[config.mk]
export PLATFORM = sky130hd
export DESIGN_NAME = adcq_seq
export DESIGN_NICKNAME = d
export VERILOG_FILES = /design/src/rtl/adcq_pkg.sv /design/src/rtl/adcq_table.sv /design/src/rtl/adcq_queue_ctl.sv /design/src/rtl/adcq_engine.sv /design/src/rtl/adcq_seq.sv
export SDC_FILE = /design/constraint.sdc
export NUM_CORES = 1
export LEC_CHECK = 0
export BUFFER_PORTS_ARGS = -buffer_cell sky130_fd_sc_hd__buf_2
export CAP_MARGIN = 20
export CORE_ASPECT_RATIO = 1.4
export CORE_UTILIZATION = 48
export CTS_CLUSTER_SIZE = 28
export DETAILED_ROUTE_END_ITERATION = 10
export PLACE_DENSITY = 0.69
export SLEW_MARGIN = 25
export SYNTH_ARGS = -nofsm -noshare
export SYNTH_HDL_FRONTEND = slang
export SYNTH_SLANG_ARGS = --single-unit
[constraint.sdc]
create_clock -name clk -period 4.7 [get_ports clk]
set_input_delay 1.175 -clock clk [delete_from_list [all_inputs] [get_ports clk]]
set_output_delay 1.175 -clock clk [all_outputs]
set_load 0.005 [all_outputs]
[src/rtl/adcq_pkg.sv]
package adcq_pkg;
  typedef enum logic [1:0] {
    Q_IDLE = 2'd0,
    Q_WAIT = 2'd1,
    Q_RUN  = 2'd2
  } qstate_e;

  typedef enum logic {
    E_IDLE = 1'b0,
    E_CONV = 1'b1
  } estate_e;
endpackage

[src/rtl/adcq_table.sv]
module adcq_table #(
  parameter int W     = 10,
  parameter int DEPTH = 64,
  localparam int AW   = $clog2(DEPTH)
) (
  input  logic          clk,
  input  logic          we,
  input  logic [AW-1:0] waddr,
  input  logic [W-1:0]  wdata,
  input  logic [AW-1:0] raddr,
  output logic [W-1:0]  rdata
);
  logic [W-1:0] mem_q [DEPTH];

  always_ff @(posedge clk) begin
    if (we) begin
      mem_q[waddr] <= wdata;
    end
  end

  assign rdata = mem_q[raddr];
endmodule

[src/rtl/adcq_queue_ctl.sv]
module adcq_queue_ctl
  import adcq_pkg::*;
#(
  parameter int AW  = 6,
  localparam int PW = AW + 1
) (
  input  logic          clk,
  input  logic          rst_n,
  input  logic          trig,
  input  logic          flag_clr,
  input  logic [PW-1:0] base,
  input  logic [PW-1:0] limit,
  input  logic          issue,
  input  logic          finish,
  input  logic          pause_hit,
  output logic          running,
  output logic [AW-1:0] ptr,
  output logic          at_end,
  output logic          pause_flag,
  output logic          done_flag,
  output logic          ovr_flag
);
  qstate_e       state_q, state_d;
  logic [PW-1:0] ptr_q, ptr_d;
  logic          pf_q, pf_d, df_q, df_d, of_q, of_d;

  always_comb begin
    state_d = state_q;
    ptr_d   = ptr_q;
    pf_d    = flag_clr ? 1'b0 : pf_q;
    df_d    = flag_clr ? 1'b0 : df_q;
    of_d    = flag_clr ? 1'b0 : of_q;
    if (issue) begin
      ptr_d = ptr_q + 1'b1;
    end
    if (finish) begin
      state_d = Q_IDLE;
      df_d    = 1'b1;
    end
    if (pause_hit) begin
      state_d = Q_WAIT;
      pf_d    = 1'b1;
    end
    if (trig) begin
      unique case (state_q)
        Q_RUN:   of_d = 1'b1;
        Q_IDLE: begin
          state_d = Q_RUN;
          ptr_d   = base;
        end
        Q_WAIT:  state_d = Q_RUN;
        default: state_d = Q_IDLE;
      endcase
    end
  end

  always_ff @(posedge clk or negedge rst_n) begin
    if (!rst_n) begin
      state_q <= Q_IDLE;
      ptr_q   <= '0;
      pf_q    <= 1'b0;
      df_q    <= 1'b0;
      of_q    <= 1'b0;
    end else begin
      state_q <= state_d;
      ptr_q   <= ptr_d;
      pf_q    <= pf_d;
      df_q    <= df_d;
      of_q    <= of_d;
    end
  end

  assign running    = (state_q == Q_RUN);
  assign ptr        = ptr_q[AW-1:0];
  assign at_end     = (ptr_q >= limit);
  assign pause_flag = pf_q;
  assign done_flag  = df_q;
  assign ovr_flag   = of_q;
endmodule

[src/rtl/adcq_engine.sv]
module adcq_engine
  import adcq_pkg::*;
#(
  parameter int AW  = 6,
  parameter int CHW = 7,
  parameter int STW = 2,
  parameter int RW  = 10,
  localparam int CW = 1 + STW + CHW
) (
  input  logic           clk,
  input  logic           rst_n,
  input  logic [1:0]     run_v,
  input  logic [1:0]     end_v,
  input  logic [AW-1:0]  ptr0,
  input  logic [AW-1:0]  ptr1,
  output logic [AW-1:0]  cmd_addr,
  input  logic [CW-1:0]  cmd_word,
  output logic [1:0]     issue_v,
  output logic [1:0]     finish_v,
  output logic [1:0]     pause_v,
  output logic           conv_start,
  output logic [CHW-1:0] conv_chan,
  output logic [STW-1:0] conv_stime,
  input  logic           conv_eoc,
  input  logic [RW-1:0]  conv_result,
  output logic           res_we,
  output logic [AW-1:0]  res_addr,
  output logic [RW-1:0]  res_data
);
  estate_e        est_q, est_d;
  logic           start_q;
  logic           q2_q;
  logic [AW-1:0]  idx_q;
  logic           pause_q;
  logic [CHW-1:0] chan_q;
  logic [STW-1:0] st_q;
  logic           pick2, any_run, sel_end, eoq, launch, stop, land;

  always_comb begin
    pick2    = !run_v[0];
    any_run  = |run_v;
    cmd_addr = pick2 ? ptr1 : ptr0;
    sel_end  = pick2 ? end_v[1] : end_v[0];
    eoq      = (cmd_word[CHW-1:0] == {CHW{1'b1}});
    launch   = (est_q == E_IDLE) && any_run && !(sel_end || eoq);
    stop     = (est_q == E_IDLE) && any_run && (sel_end || eoq);
    land     = (est_q == E_CONV) && conv_eoc;
    issue_v  = {launch && pick2, launch && !pick2};
    finish_v = {stop && pick2, stop && !pick2};
    pause_v  = {land && pause_q && q2_q, land && pause_q && !q2_q};
    est_d    = est_q;
    if (launch) begin
      est_d = E_CONV;
    end else if (land) begin
      est_d = E_IDLE;
    end
  end

  always_ff @(posedge clk or negedge rst_n) begin
    if (!rst_n) begin
      est_q   <= E_IDLE;
      start_q <= 1'b0;
    end else begin
      est_q   <= est_d;
      start_q <= launch;
    end
  end

  always_ff @(posedge clk) begin
    if (launch) begin
      q2_q    <= pick2;
      idx_q   <= cmd_addr;
      pause_q <= cmd_word[CW-1];
      chan_q  <= cmd_word[CHW-1:0];
      st_q    <= cmd_word[CHW +: STW];
    end
  end

  assign conv_start = start_q;
  assign conv_chan  = chan_q;
  assign conv_stime = st_q;
  assign res_we     = land;
  assign res_addr   = idx_q;
  assign res_data   = conv_result;
endmodule

[src/rtl/adcq_seq.sv]
module adcq_seq #(
  parameter int DEPTH = 64,
  parameter int CHW   = 7,
  parameter int STW   = 2,
  parameter int RW    = 10,
  localparam int AW   = $clog2(DEPTH),
  localparam int PW   = AW + 1,
  localparam int CW   = 1 + STW + CHW
) (
  input  logic           clk,
  input  logic           rst_n,
  input  logic           cmd_we,
  input  logic [AW-1:0]  cmd_waddr,
  input  logic [CW-1:0]  cmd_wdata,
  input  logic [PW-1:0]  q2_base,
  input  logic           trig1,
  input  logic           trig2,
  input  logic           flag_clr,
  output logic           conv_start,
  output logic [CHW-1:0] conv_chan,
  output logic [STW-1:0] conv_stime,
  input  logic           conv_eoc,
  input  logic [RW-1:0]  conv_result,
  input  logic [AW-1:0]  res_raddr,
  output logic [RW-1:0]  res_rdata,
  output logic           q1_pause,
  output logic           q1_done,
  output logic           q1_ovr,
  output logic           q2_pause,
  output logic           q2_done,
  output logic           q2_ovr
);
  logic [1:0]    trig_v, run_v, end_v, issue_v, finish_v, pause_v;
  logic [1:0]    pf_v, df_v, of_v;
  logic [AW-1:0] ptr_v [2];
  logic [AW-1:0] cmd_raddr;
  logic [CW-1:0] cmd_rdata;
  logic          res_we;
  logic [AW-1:0] res_waddr;
  logic [RW-1:0] res_wdata;

  assign trig_v = {trig2, trig1};

  adcq_table #(.W(CW), .DEPTH(DEPTH)) u_cmd_tbl (
    .clk   (clk),
    .we    (cmd_we),
    .waddr (cmd_waddr),
    .wdata (cmd_wdata),
    .raddr (cmd_raddr),
    .rdata (cmd_rdata)
  );

  adcq_table #(.W(RW), .DEPTH(DEPTH)) u_res_tbl (
    .clk   (clk),
    .we    (res_we),
    .waddr (res_waddr),
    .wdata (res_wdata),
    .raddr (res_raddr),
    .rdata (res_rdata)
  );

  for (genvar g = 0; g < 2; g++) begin : g_queue
    logic [PW-1:0] base_g, limit_g;
    if (g == 0) begin : g_lower
      assign base_g  = '0;
      assign limit_g = q2_base;
    end else begin : g_upper
      assign base_g  = q2_base;
      assign limit_g = PW'(DEPTH);
    end
    adcq_queue_ctl #(.AW(AW)) u_ctl (
      .clk        (clk),
      .rst_n      (rst_n),
      .trig       (trig_v[g]),
      .flag_clr   (flag_clr),
      .base       (base_g),
      .limit      (limit_g),
      .issue      (issue_v[g]),
      .finish     (finish_v[g]),
      .pause_hit  (pause_v[g]),
      .running    (run_v[g]),
      .ptr        (ptr_v[g]),
      .at_end     (end_v[g]),
      .pause_flag (pf_v[g]),
      .done_flag  (df_v[g]),
      .ovr_flag   (of_v[g])
    );
  end

  adcq_engine #(.AW(AW), .CHW(CHW), .STW(STW), .RW(RW)) u_engine (
    .clk         (clk),
    .rst_n       (rst_n),
    .run_v       (run_v),
    .end_v       (end_v),
    .ptr0        (ptr_v[0]),
    .ptr1        (ptr_v[1]),
    .cmd_addr    (cmd_raddr),
    .cmd_word    (cmd_rdata),
    .issue_v     (issue_v),
    .finish_v    (finish_v),
    .pause_v     (pause_v),
    .conv_start  (conv_start),
    .conv_chan   (conv_chan),
    .conv_stime  (conv_stime),
    .conv_eoc    (conv_eoc),
    .conv_result (conv_result),
    .res_we      (res_we),
    .res_addr    (res_waddr),
    .res_data    (res_wdata)
  );

  assign q1_pause = pf_v[0];
  assign q1_done  = df_v[0];
  assign q1_ovr   = of_v[0];
  assign q2_pause = pf_v[1];
  assign q2_done  = df_v[1];
  assign q2_ovr   = of_v[1];
endmodule

# After elaboration in Yosys (flattened, before gate mapping)
# Memory sizes are Yosys's and may differ from the RTL's.
# Cells that the tools add are included.
dict set report classes {
  bitwise_logic 1
  n_addsub 2
  order_cmp 2
  reduce_logical 25
  eq_ne 5
  mux 33
}
# operator count
set op_table {}
lappend op_table {{two-way mux 7 bit} 6}
lappend op_table {{two-way mux 1 bit} 18}
lappend op_table {{adder 7 x 1 -> 7 bit, second input constant} 2}
lappend op_table {{two-way mux 2 bit} 6}
lappend op_table {{logical AND 1 bit} 11}
lappend op_table {{nonzero test 2 bit} 5}
lappend op_table {{case mux 2 bit (2 select lines)} 2}
lappend op_table {{== test 7 bit, second input constant} 1}
lappend op_table {{>= comparator 7 bit} 1}
lappend op_table {{>= comparator 7 bit, second input constant} 1}
lappend op_table {{two-way mux 6 bit} 1}
lappend op_table {{OR reduction 2 bit} 3}
lappend op_table {{== test 2 x 1 -> 1 bit, second input constant} 2}
lappend op_table {{== test 2 bit, second input constant} 2}
lappend op_table {{zero test 2 bit} 2}
lappend op_table {{zero test 1 bit} 3}
lappend op_table {{logical OR 1 bit} 1}
lappend op_table {{NOT 1 bit} 1}
dict set report word_totals {
  wordCells 87
  reg_bits 43
  output_inout_bits 26
  n_memories 2
  in_bits 46
  ram_bits 1280
}
# name depth word_bits rd rd_clocked_by_memory_dff write_ports line
set memory_table {}
lappend memory_table {u_cmd_tbl.mem_q 64 10 1 0 1 adcq_table.sv:13} ;# logic [W-1:0] mem_q [DEPTH];
lappend memory_table {u_res_tbl.mem_q 64 10 1 0 1 adcq_table.sv:13}

# Logic depth before layout (Yosys ltp)
# Gate-level depths: netlist (run 1).
# An unclocked memory read counts as a cell.
dict set report depth {
  word_depth 11
  ltp_mapped 20
  mapped_depth_nobuf 13
}

# Modules after synthesis
# From an unflattened synthesis (run 1), not the netlist that was laid out.
dict set report unflattened {
  cells_unflattened 2437
  hier_area_um2 52230.1
}
# module cells_each area_each_um2 seq_area_each_um2 n_inst
set modules_own_cells {}
lappend modules_own_cells {adcq_table 1108 24901.4 19218.4 2}
lappend modules_own_cells {adcq_engine 53 852.1 560.5 1}
lappend modules_own_cells {{adcq_queue_ctl (g_queue[1].u_ctl)} 83 788.3 300.3 1}
lappend modules_own_cells {{adcq_queue_ctl (g_queue[0].u_ctl)} 83 779.5 300.3 1}
lappend modules_own_cells {adcq_seq 2 7.5 0.0 1}

# Worst setup path after synthesis (run 1)
# No wires, ideal clock.
dict set report synth_path {
  path_kind {input-to-output}
  start {input port res_raddr[0]}
  end {output port res_rdata[0]}
  t_required_ns 3.525
  slack_ns -0.145
  stages 6
  arrival_time_ns 3.670
  path_buffers 3
  cell_sequence {clkbuf_1 > clkbuf_1 > buf_1 > mux4_2 > mux4_2 > mux4_2}
}
dict set report synth_via {
  elab_chain_len 1
}
# item line
set synth_lines {}
lappend synth_lines {{start: declaration} adcq_seq.sv:24} ;# input logic [AW-1:0] res_raddr,
lappend synth_lines {{memory read (64 x 10 bit)} -}
lappend synth_lines {{end: declaration} adcq_seq.sv:25} ;# output logic [RW-1:0] res_rdata,
# No other way between the ends.

# Worst setup path in the final report (run 1)
dict set report layout_path {
  start {input port res_raddr[0]}
  end {output port res_rdata[2]}
}
# The elaborated chain is that of the path after synthesis.

==> results of run 1 <==
-- worst max path at each step --
stage	start	endpoint	cells after the start
5_1_grt	g_queue[0].u_ctl.state_q[0]$_DFF_PN0_	g_queue[0].u_ctl.ptr_q[3]$_DFF_PN0_	15
2_1_floorplan	res_raddr[0]	res_rdata[0]	6
3_3_place_gp	res_raddr[0]	res_rdata[1]	6
3_5_place_dp	g_queue[0].u_ctl.state_q[0]$_DFF_PN0_	g_queue[1].u_ctl.state_q[1]$_DFF_PN0_	14
6_report	res_raddr[0]	res_rdata[2]	6
4_1_cts	g_queue[0].u_ctl.state_q[0]$_DFF_PN0_	g_queue[1].u_ctl.state_q[1]$_DFF_PN0_	14
-- layout make-up --
| type | count | area, um2 | share of cell area (%) |
|---|---|---|---|
| repair buffers | 321 | 2566 | 4.208 |
| well taps | 1460 | 1827 | 2.996 |
| multi-input cells | 1575 | 12850 | 21.07 |
| inverters | 69 | 269.0 | 0.4412 |
| clock buffers | 148 | 3117 | 5.111 |
| clock inverters | 70 | 744.5 | 1.221 |
| diodes | 1 | 2.502 | 0.004104 |
| flip-flops and latches | 1323 | 39600 | 64.95 |
-- where the power goes --
part           internal, mW  switching [mW]  leakage (nW)
clock                  5.37            4.28          1.87
sequential             13.4           0.299          12.0
combinational          3.77            7.46          6.48
total                  22.5            12.0          20.3
-- cell families (layout without fill, tap and decap cells) --
kind of cell | after synthesis | in the layout
flip-flops | 1323 | 1323
AND/OR/NAND/NOR | 875 | 875
multiplexers | 349 | 349
AO/OA/AOI/OAI | 336 | 336
buffers and inverters | 270 | 608
adder cells (fa/ha/maj) | 9 | 9
XOR/XNOR | 6 | 6
other | 0 | 1
-- critical path, stage by stage --
cell,delay [ns]
buf_8,0.18
buf_12,0.26
mux4_2,0.54
mux4_2,0.54
mux4_2,0.53
buf_2,0.15
-- routing by layer --
metal	part of all wire, %	global-route usage (%)
met5	0.057	0
met4	5.6	13.28
met3	7.7	4.146
met2	52	44.10
met1	35	29.29
-- Yosys cell counts (11+ instances only) --
master    number  area, um2
nand2_1      404       1516
nor3_1        21      105.1
or4_1         12      90.09
edfxtp_1    1297      38950
inv_1         64      240.2
o21ai_0       20      100.1
clkbuf_1     114      427.9
nand3_1      145      725.7
and3_1        21      131.4
dfrtp_1       26      650.6
a211oi_1      62      465.5
o32ai_1       13      113.9
a311oi_1      32      280.3
mux4_2       221       4977
a21oi_1       87      435.4
nand2b_1      25      156.4
mux2i_1      123       1231
buf_1         31      116.4
nand3b_1      11      82.58
nor2b_1       12      75.07
a31oi_1       23      143.9
buf_2         39      195.2
o22ai_1       13      81.33
nor2_1       173      649.4
-- per-stage QoR --
stage | utilization, % | instances | hold WS (ns) | power, mW | worst slack (ns)
floorplan | - | 3168 | 0.5078 | 20.12 | 0.1398
global placement | 51.70 | 4746 | 0.5117 | 24.74 | 0.1423
detailed placement | 51.72 | 4746 | 0.5422 | 24.87 | 0.1156
CTS | 55.22 | 4964 | 0.4421 | 34.46 | 0.06251
global route | 55.30 | 4966 | 0.5025 | 35.66 | 0.02210
finish | 55.30 | 4967 | 0.4734 | 34.56 | 0.1307
-- state kept, by name (all words and copies together) (netlist names), 2 cells and up --
register                  cells
g_queue.u_ctl.state_q         4
g_queue.u_ctl.done_flag       2
u_engine.res_addr             6
g_queue.u_ctl.ovr_flag        2
g_queue.u_ctl.ptr_q          14
u_engine.conv_chan            7
g_queue.u_ctl.pause_flag      2
u_res_tbl.mem_q             640
u_engine.conv_stime           2
u_cmd_tbl.mem_q             640
-- what timing repair did --
action                                  4_1_cts  5_1_grt
setup buffers                                 0        0
resized for setup                             0        2
endpoints found under the setup margin        0        2
hold buffers                                  0        0
==> flow_summary_export.csv, run 1 <==
group,metric,value,unit
synth,synthCells,3168,
synth,ys.flop_type,"edfxtp_1",
timing,clock_skew,0.03674,ns
drt,drt-initial-drc-count,3284,
drt,antenna_left,0,
synth,yosysWarningCount,0,
floorplanning,initial_core_util,48.54,%
critical_path,crit_fanout,29,
synth,synth-seq-cells,1323,
cells_and_area,final_cell_area,60980,um2
critical_path,path_class,"in -> out",
floorplanning,core,110300,um2
synth,synthSimpleGateAreaFrac,7.329,%
pwr,p_leak,20.34,nW
global_route,grt_pass1_vias,30130,
critical_path,r2r_start,"g_queue[0].u_ctl.state_q[0]$_DFF_PN0_",
synth,synthXorXnorAreaFrac,0.09819,%
critical_path,critPathRequiredTime,3.52,ns
cts,clockBufferDepth,3,
drt,remaining_drc_errors,0,
placed_design,dpl-instance-area,57030,um2
cells_and_area,layout_commonest_cell,"edfxtp_1",
drt,drtPass1Iterations,6,
cts,path_clk_slew,0.06,ns
critical_path,reg2reg_to,"u_engine.conv_stime[1]$_DFFE_PN_",
synth,synth_top_family_by_area,"multiplexers",
timing,max_slew.worst_pin.slew,1.046,ns
global_route,overflow,0,
synth,synth.distinct_cells,71,
floorplanning,fp.dieH,397.1,um
min_path,hp-class,"in -> async",
timing,timing.final.crit_share,97.22,%
cells_and_area,syn_to_final_growth,13.94,%
floorplanning,ioPinCount,72,
drt,wl,141200,um
floorplanning,die_w,284.2,um
global_route,antenna_found_initial,10,
critical_path,end_kind,"primary output",
drt,vias_per_cell,6.120,
synth,seq_area_frac_synth,73.99,%
placed_design,portBuffers,71,
cells_and_area,finalNetCount,3464,
synth,synthAdderAreaFrac,0.2104,%
pwr,power.density,566.7,nW/um2
cts,cts_num_sinks,1323,
cts,numCtsBuffers,119,
synth,syn-num-nets,3223,
synth,synth_compound_area_share,4.477,%
critical_path,reg2reg_slack,0.15,ns
timing,min_period,4.569,ns
critical_path,crit_arrival,3.39,ns
timing,maxSlewViolCount,0,
timing,hold_viol,0,
synth,synthArstFlopShare,1.965,%
timing,grt_setup_unrepaired,"false",
pwr,ir_drop,636.3,uV
timing,setup-tns-final,0,ns
cells_and_area,fillerInstances,8492,
drt,wl_per_cell,28.44,um
cts,cts_tree,"done",
cells_and_area,final_layout_size_suffix_gt1_share,21.56,%
drt,routed-via-count,30400,
synth,synthMuxAreaShare,11.74,%
global_route,grt_max_degree,65,
placed_design,hpwl,91940,um
floorplanning,dieArea,112900,um2
synth,syn-cell-area,53520,um2
critical_path,ff2ff_path_depth,15,
timing,relSlewSlack,29.92,%
synth,synth_edf_count,1297,
run_status,status,"finished, final reports clean",
timing,fmax,0.2189,GHz
synth,syn_avg_cell_area,16.89,um2
cts,clockRootBuffer,"clkbuf_16",
cells_and_area,final_cell_mix,"1297 x edfxtp_1, 404 x nand2_1, 233 x buf_4",
global_route,grt_pass1_wl,204400,um
cts,clock_latency,0.75,ns
flow_run,maxCapViolCount,0,
global_route,grt_use_total,25.01,%
placed_design,gp_routability_congestion,0.9815,
timing,setup_viol,0,
cts,h-tree-depth,3,
critical_path,cp-start-kind,"input pin",
floorplanning,num_rows,144,
Power figures use the tool's default switching activity.
==> run 2: changes to the inputs <==
- CORE_ASPECT_RATIO: 1.4 -> not set
- SETUP_SLACK_MARGIN: not set -> 0.1
==> flow_summary_export.csv, run 2 (synthesis results as in run 1) <==
group,metric,value,unit
critical_path,path_buf_inv,3,
cells_and_area,fillerInstances,8349,
pwr,p_leak,20.68,nW
timing,setup-tns-final,0,ns
floorplanning,num_rows,122,
global_route,grt_pass1_wl,199000,um
timing,setup_viol,0,
global_route,grt_pass1_vias,29380,
cts,cts_hold_buffers,0,
drt,antenna_left,0,
cts,clockBufferDepth,3,
critical_path,cp-start-kind,"input pin",
drt,vias_per_cell,6.094,
timing,fmax,0.2171,GHz
drt,drtPass1Iterations,5,
pwr,p_comb_share,30.6,%
floorplanning,initial_core_util,48.36,%
timing,clock_skew,0.03118,ns
critical_path,reg2reg_slack,0.27,ns
critical_path,path_class,"in -> out",
timing,grt_setup_unrepaired,"true",
pwr,ir_drop,517.9,uV
critical_path,reg2reg_to,"g_queue[1].u_ctl.state_q[1]$_DFF_PN0_",
critical_path,cp.depth,6,
pwr,switchingPower,11.99,mW
cts,cts_tree,"done",
critical_path,max_stage_delay,0.58,ns
cts,numCtsBuffers,137,
placed_design,post-place-ws,0.003432,ns
cells_and_area,syn_to_final_growth,15.35,%
pwr,switching_share,33.76,%
floorplanning,core,110700,um2
floorplanning,fp.dieH,335.9,um
critical_path,ff2ff_path_depth,15,
global_route,antenna_found_initial,3,
cts,path_clk_slew,0.06,ns
drt,wl,137800,um
critical_path,path_delay_family,"multiplexers",
critical_path,crit_arrival,3.43,ns
critical_path,r2r_start,"g_queue[0].u_ctl.state_q[0]$_DFF_PN0_",
cells_and_area,final_cell_mix,"1297 x edfxtp_1, 404 x nand2_1, 223 x buf_4",
pwr,power.density,575.4,nW/um2
global_route,grt_use_total,24.44,%
floorplanning,dieArea,112800,um2
placed_design,portBuffers,71,
timing,timing.final.crit_share,98.00,%
timing,hold_viol,0,
timing,setup_slack,0.09414,ns
drt,routed-via-count,30560,
timing,relSlewSlack,21.40,%
min_path,hp-class,"in -> async",
critical_path,critPathRequiredTime,3.52,ns
drt,wl_per_cell,27.48,um
cells_and_area,final_layout_size_suffix_gt1_share,21.74,%
floorplanning,die_w,335.9,um
placed_design,gp_routability_congestion,0.8658,
critical_path,end_kind,"primary output",
pwr,p_int,23.53,mW
cts,clock_latency,0.76,ns
critical_path,cpMostUsedCell,"mux4_2",
cts,h-tree-depth,4,
timing,maxSlewViolCount,0,
cts,clockRootBuffer,"clkbuf_16",
pwr,finalPower,35.52,mW
placed_design,hpwl,83640,um
global_route,overflow,0,
critical_path,crit_path_end,"res_rdata[2]",
floorplanning,ioPinCount,72,
cells_and_area,layout_commonest_cell,"edfxtp_1",
pwr,clkPwrFrac,30.9,%
global_route,grt_max_degree,79,
timing,min_period,4.606,ns
pwr,seqPwrFrac,38.5,%
cells_and_area,finalNetCount,3475,
critical_path,crit_slowest_cell,"mux4_2",
cells_and_area,reg_top3,"u_cmd_tbl.mem_q x640, u_res_tbl.mem_q x640, g_queue.u_ctl.ptr_q x14",
drt,remaining_drc_errors,0,
critical_path,crit_fanout,15,
critical_path,crit_start,"res_raddr[0]",
cts,cts_num_sinks,1323,
critical_path,crit_chain,"buf_16 -> buf_16 -> mux4_2 -> mux4_2 -> mux4_2 -> buf_2",
run_status,status,"finished, final reports clean",
drt,drt-initial-drc-count,3740,
flow_run,maxCapViolCount,0,
timing,max_slew.worst_pin.slew,1.167,ns
==> run 2: layout make-up <==
type | count | area (um2) | share of cell area [%]
Clock buffer | 174 | 3610 | 5.848
Sequential cell | 1323 | 39600 | 64.15
Multi-Input combinational cell | 1575 | 12830 | 20.79
Tap cell | 1488 | 1862 | 3.016
Timing Repair Buffer | 314 | 2644 | 4.283
Antenna cell | 3 | 7.507 | 0.01216
Clock inverter | 69 | 905.9 | 1.467
Inverter | 69 | 267.8 | 0.4338
==> run 2: how the worst min path moves through the flow <==
stage                                                   end  cells past startpoint
floorplan            g_queue[0].u_ctl.done_flag$_DFFE_PN0P_                      2
global placement     g_queue[0].u_ctl.done_flag$_DFFE_PN0P_                      2
detailed placement  g_queue[0].u_ctl.pause_flag$_DFFE_PN0P_                      2
CTS                 g_queue[0].u_ctl.pause_flag$_DFFE_PN0P_                      1
global route        g_queue[0].u_ctl.pause_flag$_DFFE_PN0P_                      1
finish              g_queue[0].u_ctl.pause_flag$_DFFE_PN0P_                      1
==> run 2: timing repair <==
item                                   CTS  global route
endpoints found under the hold margin    0             0
resized for setup                        8             2
cloned                                   2             0
setup endpoints to repair               10            13
buffers inserted                         4             2
==> run 2: power groups by stage <==
stage	Sequential (mW)	Clock, mW	Combinational [mW]
finish	13.7	11.0	10.9
global route	13.7	11.5	11.4
CTS	13.7	11.1	10.7
detailed placement	13.9	0	10.6
global placement	13.9	0	10.5
floorplan	13.7	0	6.39
==> run 2: worst register-to-register path, stage by stage, from the launching register on <==
cell and delay (ns):
dfrtp_1 0.41, nor2b_4 0.15, clkinv_2 0.12, buf_12 0.20, mux2i_4 0.27, inv_4 0.33
buf_4 0.36, mux2i_1 0.13, o221ai_1 0.24, a2bb2oi_1 0.47, o211a_1 0.27, and4_1 0.19
and4_2 0.45, nor2_1 0.14, or3_1 0.35, a41o_1 0.24
==> run 2: metal layers <==
| metal | GRT usage (%) | part of all wire, % | vias up |
|---|---|---|---|
| met3 | 4.585 | 10 | 266 |
| met5 | 0 | 0.018 | - |
| met1 | 34.31 | 39 | 15580 |
| met4 | 9.113 | 3.5 | 4 |
| li1 | - | - | 12990 |
| met2 | 38.23 | 47 | 1718 |
==> run 2: metrics by stage <==
step | area [um2] | std cells | util [%] | hold WS (ns)
2_1_floorplan | 53530 | 3168 | - | 0.5078
3_3_place_gp | 56990 | 4761 | 51.49 | 0.5021
3_5_place_dp | 57000 | 4761 | 51.50 | 0.5121
4_1_cts | 61650 | 5010 | 55.70 | 0.4416
5_1_grt | 61730 | 5013 | 55.78 | 0.4814
6_report | 61730 | 5015 | 55.78 | 0.4447
